[src/rtl/dag_pkg.sv]
package dag_pkg;
  typedef enum logic [2:0] {
    OP_HOLD = 3'd0,
    OP_INC  = 3'd1,
    OP_DEC  = 3'd2,
    OP_ADD0 = 3'd3,
    OP_SUB0 = 3'd4
  } dag_op_e;
endpackage

[src/rtl/dag_ptr_regs.sv]
module dag_ptr_regs #(
  parameter int DP_W  = 9,
  parameter int SEL_W = 3
) (
  input  logic             clk,
  input  logic             rst_n,
  input  logic             page_ld,
  input  logic [DP_W-1:0]  page_val,
  input  logic             sel_ld,
  input  logic [SEL_W-1:0] sel_val,
  input  logic             acc_sel_wr,
  input  logic [SEL_W-1:0] acc_sel_val,
  output logic [DP_W-1:0]  page_q,
  output logic [SEL_W-1:0] sel_q
);
  always_ff @(posedge clk) begin
    if (!rst_n) begin
      page_q <= '0;
      sel_q  <= '0;
    end else begin
      if (page_ld) page_q <= page_val;
      if (sel_ld) sel_q <= sel_val;
      else if (acc_sel_wr) sel_q <= acc_sel_val;
    end
  end

  AST_PAGE_LOAD: assert property (@(posedge clk) disable iff (!rst_n)
    page_ld |=> page_q == $past(page_val));
  AST_SEL_HOLD: assert property (@(posedge clk) disable iff (!rst_n)
    (!sel_ld && !acc_sel_wr) |=> $stable(sel_q));
  AST_SEL_PRIO: assert property (@(posedge clk) disable iff (!rst_n)
    (sel_ld && acc_sel_wr) |=> sel_q == $past(sel_val));
endmodule

[src/rtl/dag_ar_arith.sv]
module dag_ar_arith
  import dag_pkg::*;
#(
  parameter int W = 16
) (
  input  logic [W-1:0] cur,
  input  logic [W-1:0] ar0,
  input  logic [2:0]   op,
  output logic [W-1:0] nxt,
  output logic         modifies
);
  function automatic logic [W-1:0] step_value(input logic [W-1:0] v,
                                              input logic [W-1:0] base,
                                              input logic [2:0]   code);
    logic [W-1:0] r;
    case (code)
      OP_INC:  r = v + W'(1);
      OP_DEC:  r = v - W'(1);
      OP_ADD0: r = v + base;
      OP_SUB0: r = v - base;
      default: r = v;
    endcase
    return r;
  endfunction

  function automatic logic is_modifying(input logic [2:0] code);
    return (code == OP_INC) || (code == OP_DEC) ||
           (code == OP_ADD0) || (code == OP_SUB0);
  endfunction

  assign nxt      = step_value(cur, ar0, op);
  assign modifies = is_modifying(op);
endmodule

[src/rtl/dag_ar_file.sv]
module dag_ar_file #(
  parameter int NUM = 8,
  parameter int W   = 16,
  parameter int IW  = 3
) (
  input  logic           clk,
  input  logic           rst_n,
  input  logic           ld_en,
  input  logic [IW-1:0]  ld_idx,
  input  logic [W-1:0]   ld_val,
  input  logic           upd_en,
  input  logic [IW-1:0]  upd_idx,
  input  logic [W-1:0]   upd_val,
  output logic [NUM*W-1:0] ar_flat
);
  logic [W-1:0] ar_r [NUM];

  for (genvar i = 0; i < NUM; i++) begin : g_reg
    always_ff @(posedge clk) begin
      if (!rst_n) ar_r[i] <= '0;
      else if (ld_en && ld_idx == IW'(i)) ar_r[i] <= ld_val;
      else if (upd_en && upd_idx == IW'(i)) ar_r[i] <= upd_val;
    end
    assign ar_flat[i*W +: W] = ar_r[i];
  end

  AST_LOAD_WINS: assert property (@(posedge clk) disable iff (!rst_n)
    ld_en |=> ar_r[$past(ld_idx)] == $past(ld_val));
endmodule

[src/rtl/dag_addr_gen.sv]
module dag_addr_gen
  import dag_pkg::*;
#(
  parameter int DP_W   = 9,
  parameter int OFS_W  = 7,
  parameter int NUM_AR = 8,
  parameter int SEL_W  = $clog2(NUM_AR)
) (
  input  logic                          clk,
  input  logic                          rst_n,
  input  logic                          acc_valid_i,
  input  logic                          acc_indirect_i,
  input  logic [OFS_W-1:0]              acc_ofs_i,
  input  logic [2:0]                    acc_op_i,
  input  logic                          acc_ptr_wr_i,
  input  logic [SEL_W-1:0]              acc_ptr_val_i,
  input  logic                          page_ld_i,
  input  logic [DP_W-1:0]               page_val_i,
  input  logic                          sel_ld_i,
  input  logic [SEL_W-1:0]              sel_val_i,
  input  logic                          ar_ld_i,
  input  logic [SEL_W-1:0]              ar_ld_idx_i,
  input  logic [DP_W+OFS_W-1:0]         ar_ld_val_i,
  output logic [DP_W+OFS_W-1:0]         addr_o,
  output logic [NUM_AR*(DP_W+OFS_W)-1:0] ar_flat_o,
  output logic [SEL_W-1:0]              sel_o,
  output logic [DP_W-1:0]               page_o
);
  localparam int ADDR_W = DP_W + OFS_W;

  logic [DP_W-1:0]   page_q;
  logic [SEL_W-1:0]  sel_q;
  logic [ADDR_W-1:0] ar_arr [NUM_AR];
  logic [ADDR_W-1:0] ar_sel_val;
  logic [ADDR_W-1:0] ar_next;
  logic              op_modifies;
  logic              ind_access;
  logic              ar_upd_en;
  logic              acc_sel_wr;

  assign ind_access = acc_valid_i && acc_indirect_i;
  assign ar_upd_en  = ind_access && op_modifies;
  assign acc_sel_wr = ind_access && acc_ptr_wr_i;

  dag_ptr_regs #(.DP_W(DP_W), .SEL_W(SEL_W)) u_ptrs (
    .clk(clk), .rst_n(rst_n),
    .page_ld(page_ld_i), .page_val(page_val_i),
    .sel_ld(sel_ld_i), .sel_val(sel_val_i),
    .acc_sel_wr(acc_sel_wr), .acc_sel_val(acc_ptr_val_i),
    .page_q(page_q), .sel_q(sel_q)
  );

  dag_ar_file #(.NUM(NUM_AR), .W(ADDR_W), .IW(SEL_W)) u_file (
    .clk(clk), .rst_n(rst_n),
    .ld_en(ar_ld_i), .ld_idx(ar_ld_idx_i), .ld_val(ar_ld_val_i),
    .upd_en(ar_upd_en), .upd_idx(sel_q), .upd_val(ar_next),
    .ar_flat(ar_flat_o)
  );

  for (genvar k = 0; k < NUM_AR; k++) begin : g_unpack
    assign ar_arr[k] = ar_flat_o[k*ADDR_W +: ADDR_W];
  end

  assign ar_sel_val = ar_arr[sel_q];

  dag_ar_arith #(.W(ADDR_W)) u_arith (
    .cur(ar_sel_val), .ar0(ar_arr[0]), .op(acc_op_i),
    .nxt(ar_next), .modifies(op_modifies)
  );

  assign addr_o = acc_indirect_i ? ar_sel_val : {page_q, acc_ofs_i};
  assign sel_o  = sel_q;
  assign page_o = page_q;

  AST_INC_STEP: assert property (@(posedge clk) disable iff (!rst_n)
    (ind_access && acc_op_i == OP_INC && !ar_ld_i)
      |=> ar_arr[$past(sel_q)] == $past(addr_o) + ADDR_W'(1));
  AST_SUB0_STEP: assert property (@(posedge clk) disable iff (!rst_n)
    (ind_access && acc_op_i == OP_SUB0 && !ar_ld_i)
      |=> ar_arr[$past(sel_q)] == $past(addr_o) - $past(ar_arr[0]));
  AST_DIRECT_NO_AR: assert property (@(posedge clk) disable iff (!rst_n)
    (acc_valid_i && !acc_indirect_i && !ar_ld_i && !sel_ld_i)
      |=> ($stable(ar_flat_o) && $stable(sel_o)));
  AST_IDLE_NO_AR: assert property (@(posedge clk) disable iff (!rst_n)
    (!acc_valid_i && !ar_ld_i && !sel_ld_i)
      |=> ($stable(ar_flat_o) && $stable(sel_o)));
endmodule

[config.mk]
export PLATFORM = sky130hd
export DESIGN_NAME = dag_addr_gen
export DESIGN_NICKNAME = d
export VERILOG_FILES = /design/src/rtl/dag_pkg.sv /design/src/rtl/dag_ptr_regs.sv /design/src/rtl/dag_ar_arith.sv /design/src/rtl/dag_ar_file.sv /design/src/rtl/dag_addr_gen.sv
export SDC_FILE = /design/constraint.sdc
export NUM_CORES = 1
export LEC_CHECK = 0
export BUFFER_PORTS_ARGS = -buffer_cell sky130_fd_sc_hd__clkbuf_2
export CAP_MARGIN = 20
export CORE_ASPECT_RATIO = 0.6
export CORE_UTILIZATION = 45
export CTS_BUF_LIST = sky130_fd_sc_hd__clkbuf_8 sky130_fd_sc_hd__clkbuf_16
export DETAILED_ROUTE_END_ITERATION = 8
export PLACE_DENSITY_LB_ADDON = 0.08
export SLEW_MARGIN = 20
export SYNTH_ARGS = -nofsm -noshare
export SYNTH_HDL_FRONTEND = slang
export SYNTH_SLANG_ARGS = --single-unit
[constraint.sdc]
create_clock -name clk -period 4.6 [get_ports clk]
set_input_delay 1.15 -clock clk [delete_from_list [all_inputs] [get_ports clk]]
set_output_delay 1.15 -clock clk [all_outputs]
set_load 0.1 [all_outputs]
==> flow_summary.toml, run 1 <==
[worst_hold_path]
hp-start = "u_ptrs.page_q[2]"
hold_path_class = "reg -> reg"
holdPathEnd = "u_ptrs.page_q[2]"
holdPathStages = 2

[finish]
post-route-util_pct = 58.7
antennaDiodeCount = 0
area_growth_pct = 25.7
drive_gt1_share_pct = 37.0
fill_cells = 1529
fin_nets = 1061
postLayoutCellArea_sq_mm = 0.0108

[drt]
drc_errors = 0
vias = 8083
wirelength_mm = 33.5
detail_route.iter0.violations = 930
routedWlPerCell_um = 26.9
via_per_inst = 6.49
firstDrtPassIters = 6
drtAntennaViolNets = 0

[logic_synthesis]
yosys-top-cells-count = "edfxtp_1, nand2_1, a22o_1, o21ai_0, nor2_1"
async_flop_share_pct = 0
synth.distinct_cells = 59
ys_seq_area_share_pct = 47.6
synthMostInstantiatedCell = "edfxtp_1"
ys.flop_type = "edfxtp_1"
netlist_instances = 776
syn_nets = 845
synthesis.area_sq_mm = 0.00858
ys.warnings.count = 0
synth-edff-count = 128
ys_seq_elements = 140
syn_area_per_cell_sq_um = 11.1
yosysTopAreaCell = "edfxtp_1"
synthTopCellsByArea = "edfxtp_1, mux4_2, a22o_1, nand2_1, o21ai_0"
netlist.area_leader.share_pct = 44.8

[sta]
rsz0062_at_grt = "no"
period_needed_ps = 4440
fin_setup_tns_ps = 0
final_hold_viol_count = 0
fin_ws_ps = 159
worst_slew_pin_slew_ps = 1130
setup_viol = 0
slew_violations = 0
hold_slack_ps = 549
fin_worst_skew_ps = 15.5
post-route-period-util_pct = 96.6
fmax_mhz = 225
slew-limit-headroom_pct = 24.4

[pwr]
p_sw_mw = 1.82
p_clk_share_pct = 33.1
pwr-share-seq_pct = 34.3
p_comb_share_pct = 32.6
p_leak_nw = 4.52
power.density_mw_per_mm2 = 417
worst_ir_drop_vdd_mv = 0.238
swShare_pct = 40.4
internal_power_mw = 2.68

[floorplanning]
row_count = 38
chipHeight_um = 109
die_w_um = 180
start_util_pct = 46.7
boundaryPins = 208
core-area_sq_mm = 0.0184
die_area_sq_mm = 0.0196

[flow_run]
cap_violations = 0

[clock_tree]
clock_sinks = 140
htreeDepth = 4
cts-root-buf = "clkbuf_16"
postCtsHoldBufs = 0
clock_path_buffers = 2
clk_pin_slew_ps = 70
cts_tree = "yes"
cts_made_buffers = 17
clock_latency_ps = 430

[global_route]
grt_first_pass_wirelength_mm = 48.8
first_global_vias = 7646
grt-ovfl-total = 0
gr-usage-all-layers_pct = 34.5
antenna_found_initial = 2
grt_max_degree = 23

[place]
gp_congestion = 0.936
post_dp_cell_area_sq_mm = 0.0101
hpwlAfterDp_mm = 25.3
place_ws_ps = -104
io_buffers = 207

[worst_setup_path]
criticalPathCategory = "reg -> reg"
cp.required_ps = 4740
r2r_start = "u_file.ar_r[0][0]"
reg2regPathDepth = 15
r2r_end = "u_file.ar_r[1][9]"
regToRegSetupSlack_ps = 160
startpoint_type = "flip-flop"
worstPathArrival_ps = 4580
crit_fanout = 6
critPathCaptureType = "flip-flop"

[status]
status = "completed"
## worst max-delay path by stage
stage	depth (start not counted)	endpoint	startpoint	slack, ps
global route	16	u_file.ar_r[1][31]	u_file.ar_r[0][0]	20
CTS	10	u_file.ar_r[1][9]	u_ptrs.sel_q[0]	150
detailed placement	13	u_file.ar_r[1][9]	acc_op_i[1]	-100
finish	15	u_file.ar_r[1][9]	u_file.ar_r[0][0]	160
floorplan	5	addr_o[2]	u_ptrs.sel_q[1]	3
global placement	14	u_file.ar_r[1][9]	acc_op_i[1]	4
## critical path: stages (launching register included)
cell	delay, ps
edfxtp_1	410
inv_1	100
ha_1	200
or3b_2	520
nor4b_2	310
buf_4	180
o21ai_0	80
nand2_1	70
o21ai_0	150
ha_1	520
o211ai_1	160
a31o_2	300
and3_1	190
o21ai_0	410
a21boi_1	400
o21ai_0	150
## registers in the layout, summed over array words and instances (netlist names)
name           cells
u_file.ar_r      128
u_ptrs.page_q      9
u_ptrs.sel_q       3
## power by group through the flow
stage               combinational (mW)  clock, mW  sequential [mW]
floorplan                        0.628          0             2.01
global route                      1.52       1.54             1.55
finish                            1.47       1.49             1.54
global placement                  1.43          0             1.56
detailed placement                1.45          0             1.56
CTS                               1.45       1.49             1.54
## per-stage QoR
stage / total power [mW] / cells
finish: 4.49 / 1245
global route: 4.61 / 1245
CTS: 4.48 / 1245
detailed placement: 3.01 / 1213
global placement: 2.99 / 1213
floorplan: 2.64 / 776
## kinds of logic after synthesis
logic type	Yosys count	share of synthesized area, %
simple gates	233	13.3
mux	70	13.1
fa+ha+maj	17	2.57
xor+xnor	7	0.715
compound gates	227	18.9
flops	140	47.6
buf+inv	82	3.78
## cell type report
cell class | count | area [sq um] | area share (%)
Clock buffer | 17 | 425 | 3.95
Multi-Input combinational cell | 554 | 4220 | 39.1
Inverter | 18 | 67.6 | 0.627
Tap cell | 240 | 300 | 2.79
Clock inverter | 15 | 204 | 1.89
Sequential cell | 140 | 4090 | 37.9
Timing Repair Buffer | 261 | 1480 | 13.7
## metal layers
| layer | track usage [%] | wire (um) | part of all wire [%] | up-vias |
|---|---|---|---|---|
| met4 | 8.49 | 516 | 1.5 | 0 |
| met1 | 48.5 | 13800 | 41 | 3939 |
| li1 | - | - | - | 3436 |
| met5 | 0 | 0 | 0 | - |
| met3 | 8.58 | 4290 | 13 | 59 |
| met2 | 53.7 | 14900 | 44 | 649 |
## repair_timing
| item | 4_1_cts | 5_1_grt |
|---|---|---|
| buffers inserted | 0 | 0 |
| setup endpoints to repair | 0 | 21 |
| resized for setup | 0 | 3 |
## cells in the final DEF, fill, tap and decap left out, types with 4 or more instances in the layout
master,n
mux2_2,18
ha_1,16
mux2i_1,20
nand2_1,75
o211ai_1,4
o211a_1,4
mux4_2,32
a21boi_0,7
xnor2_1,4
buf_4,51
and2_1,6
clkbuf_2,207
nor2_1,41
o21a_1,10
a21o_1,9
a31o_2,6
a31oi_1,6
edfxtp_1,128
a32o_1,4
dfxtp_1,10
clkbuf_16,17
nor2b_1,18
o21ai_0,51
a22o_1,68
inv_1,18
o21ai_1,6
a21oi_1,25
nand2b_1,9
nand4_1,12
or3_1,15
o22ai_1,8
nor2_2,6
nand3_1,23
inv_6,5
nor3_1,9
and3_1,4
(Power assumes the default switching activity.)
==> inputs of run 2 (changes only) <==
==> constraint.sdc (replaced) <==
create_clock -name clk -period 4.6 [get_ports clk]
set_input_delay 0.46 -clock clk [delete_from_list [all_inputs] [get_ports clk]]
set_output_delay 0.46 -clock clk [all_outputs]
set_load 0.1 [all_outputs]
==> run 2 against run 1 <==
Against the previous run:
- core utilization fell by 0.34 points
- highest routed layer unchanged
- count of clock-buffer cells in the layout did not move
- critical path depth fell by 4
- sequential share of layout area rose by 0.22 points
- non-clock buffer count fell by 7
- fmax rose by 1.8%
- final cell count fell by 0.56%
- register-to-register slack improved by 80 ps
- critical path type unchanged
- setup slack improved by 81 ps
- combinational power barely moved
- power rose by 0.24%
==> flow_summary.toml, run 2 (same netlist as run 1, synthesis figures left out) <==
[status]
status = "completed"

[sta]
setup_viol = 0
slew_violations = 0
slew-limit-headroom_pct = 26.3
hold_slack_ps = 295
period_needed_ps = 4360
post-route-period-util_pct = 94.8
final_hold_viol_count = 0
worst_slew_pin_slew_ps = 1100
fin_setup_tns_ps = 0
fmax_mhz = 229
fin_worst_skew_ps = 14.0
rsz0062_at_grt = "no"

[clock_tree]
clock_path_buffers = 2
cts_tree = "yes"
htreeDepth = 4
cts_setup_buffers = 0
clock_latency_ps = 440
cts-root-buf = "clkbuf_16"
clock_sinks = 140
postCtsHoldBufs = 0
cts_made_buffers = 17
clk_pin_slew_ps = 60

[floorplanning]
die_w_um = 180
row_count = 38
chipHeight_um = 109
start_util_pct = 46.7
boundaryPins = 208
core-area_sq_mm = 0.0184
die_area_sq_mm = 0.0196

[place]
io_buffers = 207
hpwlAfterDp_mm = 24.6
gp_congestion = 0.968

[finish]
regMostFlops = "u_file.ar_r"
area_growth_pct = 25.0
multiInputGateArea_sq_mm = 0.00422
fill_cells = 1563
seq_area_sq_mm = 0.00409
layout_commonest_cell = "clkbuf_2"
reg_top3 = "u_file.ar_r: 128 flops, u_ptrs.page_q: 9 flops, u_ptrs.sel_q: 3 flops"
largest_reg_flops = 128
post-route-util_pct = 58.4
drive_gt1_share_pct = 36.0
final_cell_mix = "clkbuf_2, edfxtp_1, nand2_1, a22o_1, o21ai_0"
fin_nets = 1054
antennaDiodeCount = 0

[drt]
detail_route.iter0.violations = 1100
drtAntennaViolNets = 0
drc_errors = 0
vias = 7954
via_per_inst = 6.42
routedWlPerCell_um = 26.4
wirelength_mm = 32.7
firstDrtPassIters = 5

[global_route]
antenna_found_initial = 0
gr-usage-all-layers_pct = 33.5
grt-ovfl-total = 0
first_global_vias = 7405
grt_max_degree = 25
grt_first_pass_wirelength_mm = 47.3

[flow_run]
cap_violations = 0

[pwr]
internal_power_mw = 2.72
p_comb_share_pct = 33.1
power.density_mw_per_mm2 = 420
swShare_pct = 39.6
pwr-share-seq_pct = 33.9
p_leak_nw = 4.48
p_sw_mw = 1.78
p_clk_share_pct = 33.0
worst_ir_drop_vdd_mv = 0.250

[worst_setup_path]
criticalPathCategory = "reg -> reg"
worstPathArrival_ps = 4650
reg2regPathDepth = 11
cp.required_ps = 4890
crit_fanout = 8
critPathCaptureType = "flip-flop"
startpoint_type = "flip-flop"

[worst_hold_path]
hold_path_class = "in -> reg"
holdPathStages = 3
## run 2: area by class of cell
type | instances | area share [%]
multi-input combinational | 554 | 39.3
sequential | 140 | 38.1
timing repair buffer | 254 | 13.3
clock buffer | 17 | 3.97
tap | 240 | 2.80
clock inverter | 15 | 1.82
inverter | 18 | 0.630
## run 2: power groups by stage
stage          sequential, mW  combinational [mW]  clock, mW
6_report                 1.53                1.49       1.48
5_1_grt                  1.53                1.55       1.53
4_1_cts                  1.52                1.48       1.48
3_5_place_dp             1.55                1.47          0
3_3_place_gp             1.55                1.45          0
2_1_floorplan            2.01               0.626          0
## run 2: stage by stage
step           instances  setup WS, ps  total power, mW  area (sq um)
2_1_floorplan        776          1.88             2.64          8580
3_3_place_gp        1206           161             3.00         10100
3_5_place_dp        1206          29.1             3.02         10100
4_1_cts             1238           239             4.48         10700
5_1_grt             1238          68.7             4.61         10700
6_report            1238           239             4.50         10700
## run 2: critical path, stage by stage (launching register included)
cell and delay [ps]:
dfxtp_2 520, buf_4 280, mux4_2 530, mux2i_1 350, ha_1 280, fa_1 230
nor2b_1 50, o21a_1 190, o21ai_1 380, a21boi_0 210, nor3_1 890, a22o_1 290
## run 2: worst paths after layout
check	startpoint	end	slack, ps
min reg2reg	u_ptrs.page_q[3]	u_ptrs.page_q[3]	540
max reg2reg	u_ptrs.sel_q[0]	u_file.ar_r[1][54]	240
min	page_val_i[3]	u_ptrs.page_q[3]	300
max	u_ptrs.sel_q[0]	u_file.ar_r[1][54]	240
## run 2: metal layers
layer | global-route usage (%) | routed length, um
met2 | 47.2 | 13700
met1 | 48.9 | 13900
met3 | 10.5 | 4550
met5 | 0 | 0
met4 | 10.4 | 522
## run 2: timing repair
| item | in CTS | in global routing |
|---|---|---|
| gates resized for setup | 1 | 1 |
| pin swaps | 0 | 0 |
| endpoints found under the setup margin | 1 | 5 |
| gates cloned | 0 | 0 |
==> inputs of run 3 (changes only) <==
--- a/config.mk
+++ b/config.mk
@@ -5,14 +5,15 @@
 export SDC_FILE = /design/constraint.sdc
 export NUM_CORES = 1
 export LEC_CHECK = 0
-export BUFFER_PORTS_ARGS = -buffer_cell sky130_fd_sc_hd__clkbuf_2
 export CAP_MARGIN = 20
 export CORE_ASPECT_RATIO = 0.6
 export CORE_UTILIZATION = 45
 export CTS_BUF_LIST = sky130_fd_sc_hd__clkbuf_8 sky130_fd_sc_hd__clkbuf_16
 export DETAILED_ROUTE_END_ITERATION = 8
+export DONT_BUFFER_PORTS = 1
 export PLACE_DENSITY_LB_ADDON = 0.08
 export SLEW_MARGIN = 20
 export SYNTH_ARGS = -nofsm -noshare
 export SYNTH_HDL_FRONTEND = slang
 export SYNTH_SLANG_ARGS = --single-unit
+export TNS_END_PERCENT = 20
==> run 3 against run 2 <==
Against the previous run:
- global-route usage shrank 0.19 points
- register-to-register slack gained 110 ps
- setup slack gained 110 ps
- flip-flop and latch count is the same
- sequential share of layout area grew 0.36 points
- largest cell class unchanged
- combinational power shrank 3%
- final cell count shrank 6.2%
- worst hold slack lost 140 ps
- critical path depth grew 6
- die area is the same
- clock power shrank 6%
- fmax grew 2.6%
==> flow_summary.toml, run 3 (same netlist as run 1, synthesis figures left out) <==
[clock_tree]
postCtsHoldBufs = 0
clk_pin_slew_ps = 70
cts_made_buffers = 17
clock_latency_ps = 430
clock_path_buffers = 2
clock_sinks = 140
cts_tree = "yes"
htreeDepth = 4
cts_setup_buffers = 0
cts-root-buf = "clkbuf_16"

[sta]
final_hold_viol_count = 0
fin_setup_tns_ps = 0
rsz0062_at_grt = "no"
setup_viol = 0
period_needed_ps = 4250
fmax_mhz = 235
slew-limit-headroom_pct = 21.4
post-route-period-util_pct = 92.4
fin_worst_skew_ps = 13.1
slew_violations = 0
worst_slew_pin_slew_ps = 1180

[drt]
vias = 7710
routedWlPerCell_um = 28.2
firstDrtPassIters = 6
detail_route.iter0.violations = 1211
via_per_inst = 6.64
drtAntennaViolNets = 0
wirelength_mm = 32.7
drc_errors = 0

[floorplanning]
die_area_sq_mm = 0.0196
chipHeight_um = 109
core-area_sq_mm = 0.0184
die_w_um = 180
boundaryPins = 208
start_util_pct = 46.7
row_count = 38

[finish]
fin_nets = 976
fill_cells = 1513
reg_top3 = "u_file.ar_r: 128 flops, u_ptrs.page_q: 9 flops, u_ptrs.sel_q: 3 flops"
final_cell_mix = "buf_4, edfxtp_1, nand2_1, a22o_1, o21ai_0"
area_growth_pct = 23.9
final_cells = 1161
regMostFlops = "u_file.ar_r"
largest_reg_flops = 128
drive_gt1_share_pct = 31.7
layout_commonest_cell = "buf_4"

[worst_setup_path]
critPathCaptureType = "flip-flop"
cp.required_ps = 4880
criticalPathCategory = "reg -> reg"
worstPathArrival_ps = 4530
crit_fanout = 16
startpoint_type = "flip-flop"

[status]
status = "completed"

[pwr]
p_clk_share_pct = 31.7
p_leak_nw = 4.22
pwr-share-seq_pct = 35.5
p_comb_share_pct = 32.8
swShare_pct = 41.0
p_sw_mw = 1.80
power.density_mw_per_mm2 = 413
internal_power_mw = 2.59
worst_ir_drop_vdd_mv = 0.255

[global_route]
grt_max_degree = 26
grt_first_pass_wirelength_mm = 47.1
antenna_found_initial = 2
gr-usage-all-layers_pct = 33.3
grt-ovfl-total = 0
first_global_vias = 7352

[place]
hpwlAfterDp_mm = 24.4
dpl.cell_count = 1128
gp_congestion = 0.939
io_buffers = 0

[flow_run]
cap_violations = 0

[worst_hold_path]
hold_path_class = "in -> reg"
==> run 3: cell types whose count changed in the layout (fill, tap and decap cells not counted), moves of 2 or more <==
cell        previous run  this run
clkbuf_2             207         0
buf_4                 44       174
a21oi_1               28        21
a21oi_2                0         7
bufinv_16              4         1
clkinvlp_4             1         4
buf_12                 3         1
clkinv_1               2         0
clkinv_4               3         1
inv_1                 20        18
inv_6                  3         5
inv_8                  0         2
==> run 3: what timing repair did <==
| action | in CTS | in global routing |
|---|---|---|
| endpoints found under the setup margin | 0 | 26 |
| gates resized for setup | 0 | 5 |
| hold endpoints to repair | 0 | 0 |
==> run 3: final cells by class <==
cell class	count	area, sq um	area share [%]
clock buffers	17	425	4.00
flip-flops and latches	140	4090	38.5
inverters	18	67.6	0.636
clock inverters	15	156	1.47
multi-input cells	554	4250	40.0
repair buffers	176	1340	12.6
well taps	240	300	2.83
diodes	1	2.50	0.0235
==> run 3: critical path, stage by stage (launching register included) <==
cell,delay (ps)
edfxtp_1,380
inv_1,90
ha_1,210
or3b_2,530
nor4b_2,410
nand2_1,120
nor3_1,260
o21ai_0,140
nand2_1,80
o21ai_0,90
ha_1,350
a21o_1,180
a21oi_1,160
o221a_2,200
o31a_1,270
xnor2_4,190
or3_1,360
nand3_1,80
==> run 3: per-stage QoR <==
step,util [%],hold slack [ps],total power [mW],setup WS [ps],cell area [sq um]
after CTS,57.7,144,4.35,8.36,10600
after global routing,57.9,154,4.49,31.1,10600
after detailed placement,54.5,592,2.99,43.5,10000
final,57.9,153,4.39,349,10600
after floorplan,-,630,2.64,1.88,8580
after global placement,54.5,592,2.97,208,10000
==> run 3: worst paths after layout <==
check,start,end,slack [ps],depth (start not counted)
worst min-delay path,rst_n,u_ptrs.sel_q[1],150,1
worst min register to register,u_ptrs.sel_q[0],u_ptrs.sel_q[0],920,2
worst max-delay path,u_file.ar_r[0][0],u_file.ar_r[0][31],350,17
worst max register to register,u_file.ar_r[0][0],u_file.ar_r[0][31],350,17
==> run 3: power by group through the flow <==
| stage | clock [mW] | sequential, mW | combinational [mW] |
|---|---|---|---|
| 5_1_grt | 1.44 | 1.56 | 1.49 |
| 4_1_cts | 1.39 | 1.56 | 1.41 |
| 2_1_floorplan | 0 | 2.01 | 0.626 |
| 3_3_place_gp | 0 | 1.58 | 1.40 |
| 6_report | 1.39 | 1.56 | 1.44 |
| 3_5_place_dp | 0 | 1.58 | 1.41 |
==> run 3: routing by layer <==
layer	vias to the layer above	part of all wire (%)	global-route usage [%]
met5	-	0	0
met1	3757	41	46.9
li1	3277	-	-
met4	0	2.5	10.8
met2	594	42	47.8
met3	82	14	11.7
